===== src/rtl/irq_pkg.sv =====
package irq_pkg;

    localparam int SRC_W   = 3;
    localparam int N_SRC   = 5;
    localparam int N_LVL   = 3;
    localparam int ADDR_W  = 16;

    localparam logic [SRC_W-1:0] SRC_NMI = 3'd0;
    localparam logic [SRC_W-1:0] SRC_TOP = 3'd1;
    localparam logic [SRC_W-1:0] SRC_MID = 3'd2;
    localparam logic [SRC_W-1:0] SRC_LOW = 3'd3;
    localparam logic [SRC_W-1:0] SRC_EXT = 3'd4;

    localparam logic [ADDR_W-1:0] NMI_ADDR  = 16'h0024;
    localparam logic [ADDR_W-1:0] LVL_BASE  = 16'h0044;

    typedef enum logic [0:0] {
        ST_IDLE    = 1'b0,
        ST_BUS_ACK = 1'b1
    } ctl_state_t;

    // Level sources step down by eight bytes per priority rank.
    function automatic logic [ADDR_W-1:0] src_vector(input logic [SRC_W-1:0] idx);
        logic [ADDR_W-1:0] off;
        off = {{(ADDR_W-SRC_W-3){1'b0}}, idx, 3'b000};
        if (idx == SRC_NMI) return NMI_ADDR;
        return LVL_BASE - off;
    endfunction

endpackage


===== src/rtl/irq_edge_latch.sv =====
module irq_edge_latch (
    input  logic clk,
    input  logic rst_n,
    input  logic req_i,
    input  logic clr_i,
    output logic pend_o
);
    logic prev_q;
    logic pend_q;
    logic rise;

    assign rise = req_i && !prev_q;

    always_ff @(posedge clk) begin
        if (!rst_n) begin
            prev_q <= 1'b0;
            pend_q <= 1'b0;
        end else begin
            prev_q <= req_i;
            if (rise)
                pend_q <= 1'b1;
            else if (clr_i)
                pend_q <= 1'b0;
        end
    end

    assign pend_o = pend_q;

    // an edge is always captured
    a_r8_edge_held: assert property (@(posedge clk) disable iff (!rst_n)
        (req_i && !prev_q) |=> pend_q);

    // a latched request stays until cleared
    a_r8_hold_until_clear: assert property (@(posedge clk) disable iff (!rst_n)
        (pend_q && !clr_i) |=> pend_q);

endmodule


===== src/rtl/irq_prio_arb.sv =====
module irq_prio_arb
    import irq_pkg::*;
#(
    parameter int NS = N_SRC
) (
    input  logic [NS-1:0]    elig_i,
    output logic             win_valid_o,
    output logic [SRC_W-1:0] win_idx_o
);
    always_comb begin
        win_valid_o = 1'b0;
        win_idx_o   = '0;
        for (int i = NS - 1; i >= 0; i--) begin
            if (elig_i[i]) begin
                win_valid_o = 1'b1;
                win_idx_o   = SRC_W'(i);
            end
        end
    end

    // the lowest-numbered eligible source wins
    always_comb begin
        if (win_valid_o)
            a_r5_lowest_wins: assert (elig_i[win_idx_o]);
    end

endmodule


===== src/rtl/irq_seq_ctl.sv =====
module irq_seq_ctl
    import irq_pkg::*;
#(
    parameter int DW = 8
) (
    input  logic              clk,
    input  logic              rst_n,
    input  logic              insn_done_i,
    input  logic              ien_set_i,
    input  logic              ien_clr_i,
    input  logic              nmi_req_i,
    input  logic              win_valid_i,
    input  logic [SRC_W-1:0]  win_idx_i,
    input  logic [DW-1:0]     bus_data_i,
    output logic              ien_o,
    output logic              take_o,
    output logic              ack_o,
    output logic              vec_valid_o,
    output logic [ADDR_W-1:0] vec_addr_o,
    output logic [SRC_W-1:0]  vec_src_o
);
    ctl_state_t st_q, st_d;
    logic ien_q;
    logic take;

    assign take   = (st_q == ST_IDLE) && insn_done_i && win_valid_i;
    assign take_o = take;
    assign ien_o  = ien_q;

    always_comb begin
        st_d = st_q;
        unique case (st_q)
            ST_IDLE:    if (take && win_idx_i == SRC_EXT) st_d = ST_BUS_ACK;
            ST_BUS_ACK: st_d = ST_IDLE;
            default:    st_d = ST_IDLE;
        endcase
    end

    always_ff @(posedge clk) begin
        if (!rst_n) st_q <= ST_IDLE;
        else        st_q <= st_d;
    end

    always_ff @(posedge clk) begin
        if (!rst_n)                 ien_q <= 1'b0;
        else if (take || ien_clr_i) ien_q <= 1'b0;
        else if (ien_set_i)         ien_q <= 1'b1;
    end

    always_ff @(posedge clk) begin
        if (!rst_n) begin
            ack_o       <= 1'b0;
            vec_valid_o <= 1'b0;
            vec_addr_o  <= '0;
            vec_src_o   <= '0;
        end else begin
            ack_o       <= 1'b0;
            vec_valid_o <= 1'b0;
            unique case (st_q)
                ST_IDLE: begin
                    if (take) begin
                        if (win_idx_i == SRC_EXT) begin
                            ack_o <= 1'b1;
                        end else begin
                            vec_valid_o <= 1'b1;
                            vec_addr_o  <= src_vector(win_idx_i);
                            vec_src_o   <= win_idx_i;
                        end
                    end
                end
                ST_BUS_ACK: begin
                    vec_valid_o <= 1'b1;
                    vec_addr_o  <= {{(ADDR_W-DW){1'b0}}, bus_data_i};
                    vec_src_o   <= SRC_EXT;
                end
                default: ;
            endcase
        end
    end

    // a non-maskable request at a boundary is granted next cycle
    a_r1_nmi_granted: assert property (@(posedge clk) disable iff (!rst_n)
        (st_q == ST_IDLE && insn_done_i && nmi_req_i) |=> (vec_valid_o && vec_src_o == SRC_NMI));

    // every grant leaves the global enable clear
    a_r3_grant_clears_en: assert property (@(posedge clk) disable iff (!rst_n)
        take |=> !ien_q);

    // fixed-address maskable grants need the enable
    a_r2_needs_enable: assert property (@(posedge clk) disable iff (!rst_n)
        (vec_valid_o && vec_src_o != SRC_NMI && vec_src_o != SRC_EXT) |-> $past(ien_q));

    // acknowledge is one cycle and is followed by the external result
    a_r4_ack_then_ext: assert property (@(posedge clk) disable iff (!rst_n)
        ack_o |=> (!ack_o && vec_valid_o && vec_src_o == SRC_EXT));

endmodule


===== src/rtl/irq_vector_ctl.sv =====
module irq_vector_ctl
    import irq_pkg::*;
#(
    parameter int DATA_W = 8
) (
    input  logic              clk,
    input  logic              rst_n,
    input  logic              irq_nmi_i,
    input  logic [2:0]        irq_lvl_i,
    input  logic              irq_ext_i,
    input  logic              insn_done_i,
    input  logic              ien_set_i,
    input  logic              ien_clr_i,
    input  logic              mask_we_i,
    input  logic [3:0]        mask_wdata_i,
    input  logic [DATA_W-1:0] bus_data_i,
    output logic              ack_o,
    output logic              vec_valid_o,
    output logic [15:0]       vec_addr_o,
    output logic [2:0]        vec_src_o
);
    localparam int CLR_BIT = N_LVL;

    logic [N_LVL-1:0] mask_q;
    logic [N_SRC-1:0] elig;
    logic             pend_top;
    logic             ien;
    logic             take;
    logic             win_valid;
    logic [SRC_W-1:0] win_idx;
    logic             top_clr;

    always_ff @(posedge clk) begin
        if (!rst_n)         mask_q <= '1;
        else if (mask_we_i) mask_q <= mask_wdata_i[N_LVL-1:0];
    end

    assign top_clr = (take && win_idx == SRC_TOP) || (mask_we_i && mask_wdata_i[CLR_BIT]);

    irq_edge_latch u_top_edge (
        .clk    (clk),
        .rst_n  (rst_n),
        .req_i  (irq_lvl_i[N_LVL-1]),
        .clr_i  (top_clr),
        .pend_o (pend_top)
    );

    // Eligibility: index 0 is the non-maskable line, 1..N_LVL are level lines
    // from top to low, the last index is the external line.
    assign elig[0] = irq_nmi_i;
    generate
        for (genvar k = 1; k <= N_LVL; k++) begin : g_lvl
            if (k == 1) begin : g_edge
                assign elig[k] = ien && !mask_q[N_LVL-k] && pend_top;
            end else begin : g_level
                assign elig[k] = ien && !mask_q[N_LVL-k] && irq_lvl_i[N_LVL-k];
            end
        end
    endgenerate
    assign elig[N_SRC-1] = ien && irq_ext_i;

    irq_prio_arb #(.NS(N_SRC)) u_arb (
        .elig_i      (elig),
        .win_valid_o (win_valid),
        .win_idx_o   (win_idx)
    );

    irq_seq_ctl #(.DW(DATA_W)) u_ctl (
        .clk         (clk),
        .rst_n       (rst_n),
        .insn_done_i (insn_done_i),
        .ien_set_i   (ien_set_i),
        .ien_clr_i   (ien_clr_i),
        .nmi_req_i   (irq_nmi_i),
        .win_valid_i (win_valid),
        .win_idx_i   (win_idx),
        .bus_data_i  (bus_data_i),
        .ien_o       (ien),
        .take_o      (take),
        .ack_o       (ack_o),
        .vec_valid_o (vec_valid_o),
        .vec_addr_o  (vec_addr_o),
        .vec_src_o   (vec_src_o)
    );

    // a masked middle line never yields a result
    a_r6_mid_masked: assert property (@(posedge clk) disable iff (!rst_n)
        (vec_valid_o && vec_src_o == SRC_MID) |-> !$past(mask_q[1]));

    // a grant only follows a boundary strobe
    a_r7_strobe_only: assert property (@(posedge clk) disable iff (!rst_n)
        (vec_valid_o && vec_src_o != SRC_EXT) |-> $past(insn_done_i));

endmodule


===== config.mk =====
export PLATFORM = sky130hd
export DESIGN_NAME = irq_vector_ctl
export DESIGN_NICKNAME = d
export VERILOG_FILES = /design/src/rtl/irq_pkg.sv /design/src/rtl/irq_edge_latch.sv /design/src/rtl/irq_prio_arb.sv /design/src/rtl/irq_seq_ctl.sv /design/src/rtl/irq_vector_ctl.sv
export SDC_FILE = /design/constraint.sdc
export NUM_CORES = 1
export LEC_CHECK = 0
export BUFFER_PORTS_ARGS = -buffer_cell sky130_fd_sc_hd__buf_2
export CAP_MARGIN = 10
export CORE_MARGIN = 1.5
export CORE_UTILIZATION = 46
export CTS_CLUSTER_DIAMETER = 30
export DETAILED_ROUTE_END_ITERATION = 16
export PLACE_DENSITY = 0.84
export SLEW_MARGIN = 30
export SYNTH_ARGS = -nofsm -noshare
export SYNTH_HDL_FRONTEND = slang
export SYNTH_HIERARCHICAL = 1
export SYNTH_SLANG_ARGS = --single-unit

===== constraint.sdc =====
create_clock -name clk -period 2.7 [get_ports clk]
set_input_delay 0.54 -clock clk [delete_from_list [all_inputs] [get_ports clk]]
set_output_delay 0.54 -clock clk [all_outputs]
set_load 0.01 [all_outputs]

==> After elaboration in Yosys (flattened, before gate mapping) <==
Index checks and enable logic that the tools add are counted.
{ "word_totals": {"register_bits": 28, "output_inout_bits": 21} }
{ "op_classes": {"addsub": 1, "eq_ne": 4, "n_mux": 31, "reduce_logical": 24, "n_bitwise": 3} }
{ "ops": {"columns": ["operator", "count"], "rows": [
  ["16-bit two-way mux", 4],
  ["16-bit one-hot mux with 2 select lines", 1],
  ["3-bit two-way mux", 7],
  ["1-bit two-way mux", 16],
  ["1-bit logical AND", 13],
  ["7-bit by 6-bit subtractor with 8-bit output, first input constant", 1],
  ["3-bit one-hot mux with 2 select lines", 1],
  ["1-bit logical NOT", 4],
  ["2-bit inequality test, second input constant", 2],
  ["1-bit one-hot mux with 2 select lines", 2],
  ["3-bit by 1-bit equality test with 1-bit output, second input constant", 1],
  ["3-bit equality test, second input constant", 1],
  ["3-bit logical NOT", 1],
  ["1-bit inverter", 3],
  ["3-bit OR reduction", 1],
  ["1-bit logical OR", 2],
  ["2-bit AND reduction", 1],
  ["2-bit nonzero test", 1],
  ["2-bit OR reduction", 1]
]} }

==> Depth between registers and ports, before layout <==
{ "logic_depth": {"ltp_word": 17, "mapped_depth": 11, "ltp_nobuf": 10} }

==> By module <==
Netlist, hierarchy kept.
{ "modules_own_cells": {"columns": ["mod", "area_each_um2", "instances", "seq_area_each_um2", "cells_each"], "rows": [
  ["irq_seq_ctl", 728.2, 1, 300.3, 85],
  ["irq_vector_ctl", 147.6, 1, 60.1, 18],
  ["irq_edge_latch", 70.1, 1, 40.0, 6],
  ["irq_prio_arb", 48.8, 1, 0.0, 8]
]} }

==> Worst setup path after synthesis <==
OpenSTA, ideal clock, no wires.
{ "synth_timing": {"path_kind": "in2reg", "from": "input irq_lvl_i[0]", "to": "register u_ctl.vec_addr_o[4]", "n_path_buf": 1, "cell_stages": 10, "setup_slack_ns": 0.466, "arrival_time_ns": 2.112, "path_cell_list": "nand2_1 > nor2_1 > nand2b_1 > a21oi_1 > inv_1 > ha_1 > and2_4 > buf_6 > or4_1 > o311a_1"} }
{ "synth_via": {"elab_chain_len": 15} }
{ "synth_lines": {"columns": ["item", "line", "rtl"], "rows": [
  ["from (decl)", "irq_vector_ctl.sv:9", "input logic [2:0] irq_lvl_i,"],
  ["1-bit logical AND *", "irq_vector_ctl.sv:56", "assign elig[k] = ien && !mask_q[N_LVL-k] && irq_lvl_i[N_LVL-k];"],
  ["net elig[3]", "irq_vector_ctl.sv:25", "logic [N_SRC-1:0] elig;"],
  ["3-bit two-way mux * (4 in series)", "irq_prio_arb.sv:14", "if (elig_i[i]) begin"],
  ["net win_idx[0]", "irq_vector_ctl.sv:30", "logic [SRC_W-1:0] win_idx;"],
  ["3-bit logical NOT", "irq_pkg.sv:26", "if (idx == SRC_NMI) return NMI_ADDR;"],
  ["1-bit two-way mux", "irq_pkg.sv:26", null],
  ["1-bit two-way mux", "irq_seq_ctl.sv:62", "if (win_idx_i == SRC_EXT) begin"],
  ["1-bit two-way mux", "irq_seq_ctl.sv:61", "if (take) begin"],
  ["1-bit two-way mux", "irq_seq_ctl.sv:59", "unique case (st_q)"],
  ["1-bit two-way mux", "irq_seq_ctl.sv:51", "if (!rst_n) begin"],
  ["16-bit two-way mux", "irq_pkg.sv:27", "return LVL_BASE - off;"],
  ["16-bit two-way mux", "irq_seq_ctl.sv:62", null],
  ["16-bit two-way mux", "irq_seq_ctl.sv:61", null],
  ["16-bit one-hot mux with 2 select lines", "irq_seq_ctl.sv:59", null],
  ["to (signal assigned)", "irq_seq_ctl.sv:66", "vec_addr_o <= src_vector(win_idx_i);"],
  ["to (signal assigned)", "irq_seq_ctl.sv:73", "vec_addr_o <= {{(ADDR_W-DW){1'b0}}, bus_data_i};"],
  ["to (decl)", "irq_seq_ctl.sv:19", "output logic [ADDR_W-1:0] vec_addr_o,"]
]} }
The timed path passes the listed nets; every way through them passes the cells marked *. The select of a mux whose other input is x is not followed.
A chain may end at the register's enable or synchronous reset.

==> Worst setup path in the final report <==
{ "layout_timing": {"from": "register u_ctl.ien_q, in the netlist u_ctl/ien_o", "to": "register u_top_edge.pend_q, in the netlist u_top_edge/pend_o"} }
{ "layout_rtl": {"columns": ["item", "line", "rtl"], "rows": [
  ["from (decl)", "irq_seq_ctl.sv:23", "logic ien_q;"],
  ["from (signal assigned)", "irq_seq_ctl.sv:45", "if (!rst_n) ien_q <= 1'b0;"],
  ["from (signal assigned)", "irq_seq_ctl.sv:46", "else if (take || ien_clr_i) ien_q <= 1'b0;"],
  ["from (signal assigned)", "irq_seq_ctl.sv:47", "else if (ien_set_i) ien_q <= 1'b1;"],
  ["1-bit logical AND (2 in series)", "irq_vector_ctl.sv:54", "assign elig[k] = ien && !mask_q[N_LVL-k] && pend_top;"],
  ["net elig[1]", "irq_vector_ctl.sv:25", null],
  ["1-bit two-way mux (2 in series)", "irq_prio_arb.sv:14", null],
  ["net win_valid", "irq_vector_ctl.sv:29", "logic win_valid;"],
  ["1-bit logical AND", "irq_seq_ctl.sv:26", "assign take = (st_q == ST_IDLE) && insn_done_i && win_valid_i;"],
  ["net take", "irq_vector_ctl.sv:28", "logic take;"],
  ["1-bit logical AND", "irq_vector_ctl.sv:38", "assign top_clr = (take && win_idx == SRC_TOP) || (mask_we_i && mask_wdata_i[CLR_BIT]);"],
  ["1-bit logical OR", "irq_vector_ctl.sv:38", null],
  ["net top_clr", "irq_vector_ctl.sv:31", "logic top_clr;"],
  ["2-bit nonzero test (no source line)", null, null],
  ["to (signal assigned)", "irq_edge_latch.sv:17", "pend_q <= 1'b0;"],
  ["to (signal assigned)", "irq_edge_latch.sv:21", "pend_q <= 1'b1;"],
  ["to (signal assigned)", "irq_edge_latch.sv:23", "pend_q <= 1'b0;"],
  ["to (decl)", "irq_edge_latch.sv:9", "logic pend_q;"]
]} }
The timed path passes the listed nets, and every way through them passes these cells.

==> results.toml <==
[setup_path]
cpLargestDelayFamily = "simple AND/OR/NAND/NOR gates"
cp-start-kind = "flip-flop"
worstPathCellList = "nand2_1, nor2_1, nor4_2, nand2b_1, nand2_1, nor2_1, nor4bb_1, a21o_1, nand2b_1, a21boi_2"
crit_buf_inv = 0
worstPathRequired_ns = 2.90
worstSetupPathType = "reg -> reg"
end_kind = "flip-flop"
path_max_fanout = 11
max_stage_delay_ns = 0.41
slowest_stage = "dfxtp_1"
worstPathArrival_ns = 2.27

[job]
drv_cap = 0

[floorplanning]
ios = 44
core_area_sq_um = 2002
row_count = 16
chipHeight_microns = 49.50
die_x_microns = 49.50
start_util = 0.4969
die_area_sq_um = 2450

[place]
pre_cts_ws_ns = 0.4306
hpwl_mm = 1.497
gp_congestion = 0.8434
post_dp_cell_area_sq_um = 1156
placedCellCount = 175
port_buffers = 35

[synth]
synth_area_per_cell_sq_um = 8.502
yosys_warnings = 6
netlist_area_sq_um = 994.7
synth_cell_types = 34
ys_ff_latch = 20
syn-instance-count = 117
ys_seq_area_frac = 0.4025

[clock_network]
clock_latency_ns = 0.30
postCtsResizedCells = 0
cts_tree = "done"
cts_htree_levels = 1
holdBufCountCts = 0
post_cts_buffers = 0
cts_root_buf = "clkbuf_4"
cts-buffers-inserted = 3
path_clk_slew_ns = 0.11
clock_path_buffers = 2
clock-sinks = 20

[drt]
drc = 0
vias = 883
drt-pass1-iter-count = 4
routed_via_density = 4.933
routedWlPerCell_microns = 10.62
ant_nets = 0
drtIter0Drc = 14
totalWireLength_mm = 1.901

[layout]
final_area_sq_um = 1192
final_cell_mix = "buf_2 (35), dfxtp_1 (20), nand2_1 (13)"
nFillCells = 204
drive_above_1_share = 0.2895
final_common_cell = "buf_2"
instances_no_fill = 179
fin_nets = 177
diodes = 0
area_growth_pct = 19.87
multi_input_area_sq_um = 509.2
utilization = 0.5956
regArea_sq_um = 400.4

[power]
p_per_area_nw_per_um2 = 459.0
leakage_nw = 0.5808
totalPowerFinal_mw = 0.5473
max-vdd-ir-drop_mv = 0.3354

[grt]
first_global_vias = 796
grt_max_degree = 21
grt_use_total = 0.1651
antenna_found_initial = 0
grt_pass1_wl_mm = 3.201
grt.overflow.total = 0

[sta]
timing.final.crit_period_ns = 2.073
setup-tns-final_ns = 0
max_slew_margin = 0.6463
setup_viol = 0
final.setup_skew_ns = 0.008580
tightest_slew_ns = 0.5298
fin_crit_sh = 0.7679
fin_ws_ns = 0.6266
rsz0062_at_grt = "no"
fmax_ghz = 0.4823
final_max_slew_viol_count = 0
fin_hold_ws_ns = 0.3963
finalHoldViolCount = 0

[hold_path]
min_path_type = "in -> reg"

[run_status]
status = "completed"
-- worst paths after layout --
path / cells after the start / endpoint / startpoint / slack, ns
worst max-delay path: 10 / u_top_edge/pend_o / u_ctl/ien_o / 0.63
worst min-delay path: 2 / u_ctl/ien_o / ien_clr_i / 0.40
worst max register to register: 10 / u_top_edge/pend_o / u_ctl/ien_o / 0.63
worst min register to register: 2 / u_ctl/vec_src_o[0] / u_ctl/vec_src_o[0] / 0.48
-- Yosys cell counts, drive strengths merged --
master / instances / share of area
buf: 11 / 0.082
nor4bb: 1 / 0.010
conb: 1 / 0.0038
nor2b: 4 / 0.025
mux2i: 3 / 0.030
ha: 1 / 0.013
nand3: 7 / 0.035
nor3: 2 / 0.010
dfxtp: 20 / 0.40
nor4b: 1 / 0.0088
o221ai: 1 / 0.0088
a21oi: 3 / 0.015
o311a: 2 / 0.020
clkbuf: 2 / 0.0075
nand2: 13 / 0.049
a21boi: 5 / 0.042
o211a: 1 / 0.010
nor2: 7 / 0.026
a21o: 1 / 0.0075
or4: 1 / 0.0075
and3b: 1 / 0.0088
inv: 6 / 0.023
nand2b: 5 / 0.031
nor4: 1 / 0.013
o21a: 2 / 0.015
and2: 5 / 0.034
and3: 2 / 0.013
o22a: 1 / 0.0088
o211ai: 2 / 0.015
o21ai: 5 / 0.025
-- routing by layer --
layer	vias up	global-route usage	routed length (microns)
li1	452	-	-
met1	399	0.2004	804
met2	30	0.3018	990
met3	2	0.01818	93
met4	0	0.05556	13
met5	-	0	0
-- flip-flops by register name (all words and copies together), names as in the netlist --
register           cells
mask_q                 3
u_ctl/ack_o            1
u_ctl/ien_o            1
u_ctl/st_q             1
u_ctl/vec_addr_o       8
u_ctl/vec_src_o        3
u_ctl/vec_valid_o      1
u_top_edge/pend_o      1
u_top_edge/prev_q      1
-- kinds of logic after synthesis --
logic type / Yosys count / share of synthesized area
and+or+nand+nor: 50 / 0.2717
adders and majority gates: 1 / 0.01258
muxes: 3 / 0.03019
other: 1 / 0.003770
buffers and inverters: 19 / 0.1120
DFF: 20 / 0.4025
AOI/OAI and AO/OA: 23 / 0.1673
-- layout make-up --
| class | count | area share |
|---|---|---|
| well taps | 27 | 0.02833 |
| repair buffers | 37 | 0.1595 |
| inverters | 6 | 0.01889 |
| clock buffers | 4 | 0.03043 |
| multi-input cells | 85 | 0.4271 |
| flip-flops and latches | 20 | 0.3358 |
-- where the power goes --
part	switching, mW	internal, mW	leakage (nW)
Clock	0.0913	0.0821	0.0210
Combinational	0.0336	0.0306	0.397
Sequential	0.00494	0.305	0.163
-- worst reg2reg max path, cell delays in order (launching register included) --
cell      delay [ns]
dfxtp_1         0.41
nand2_1         0.07
nor2_1          0.19
nor4_2          0.09
nand2b_1        0.11
nand2_1         0.21
nor2_1          0.27
nor4bb_1        0.36
a21o_1          0.12
nand2b_1        0.11
a21boi_2        0.05
Power figures use the tool's default switching activity.
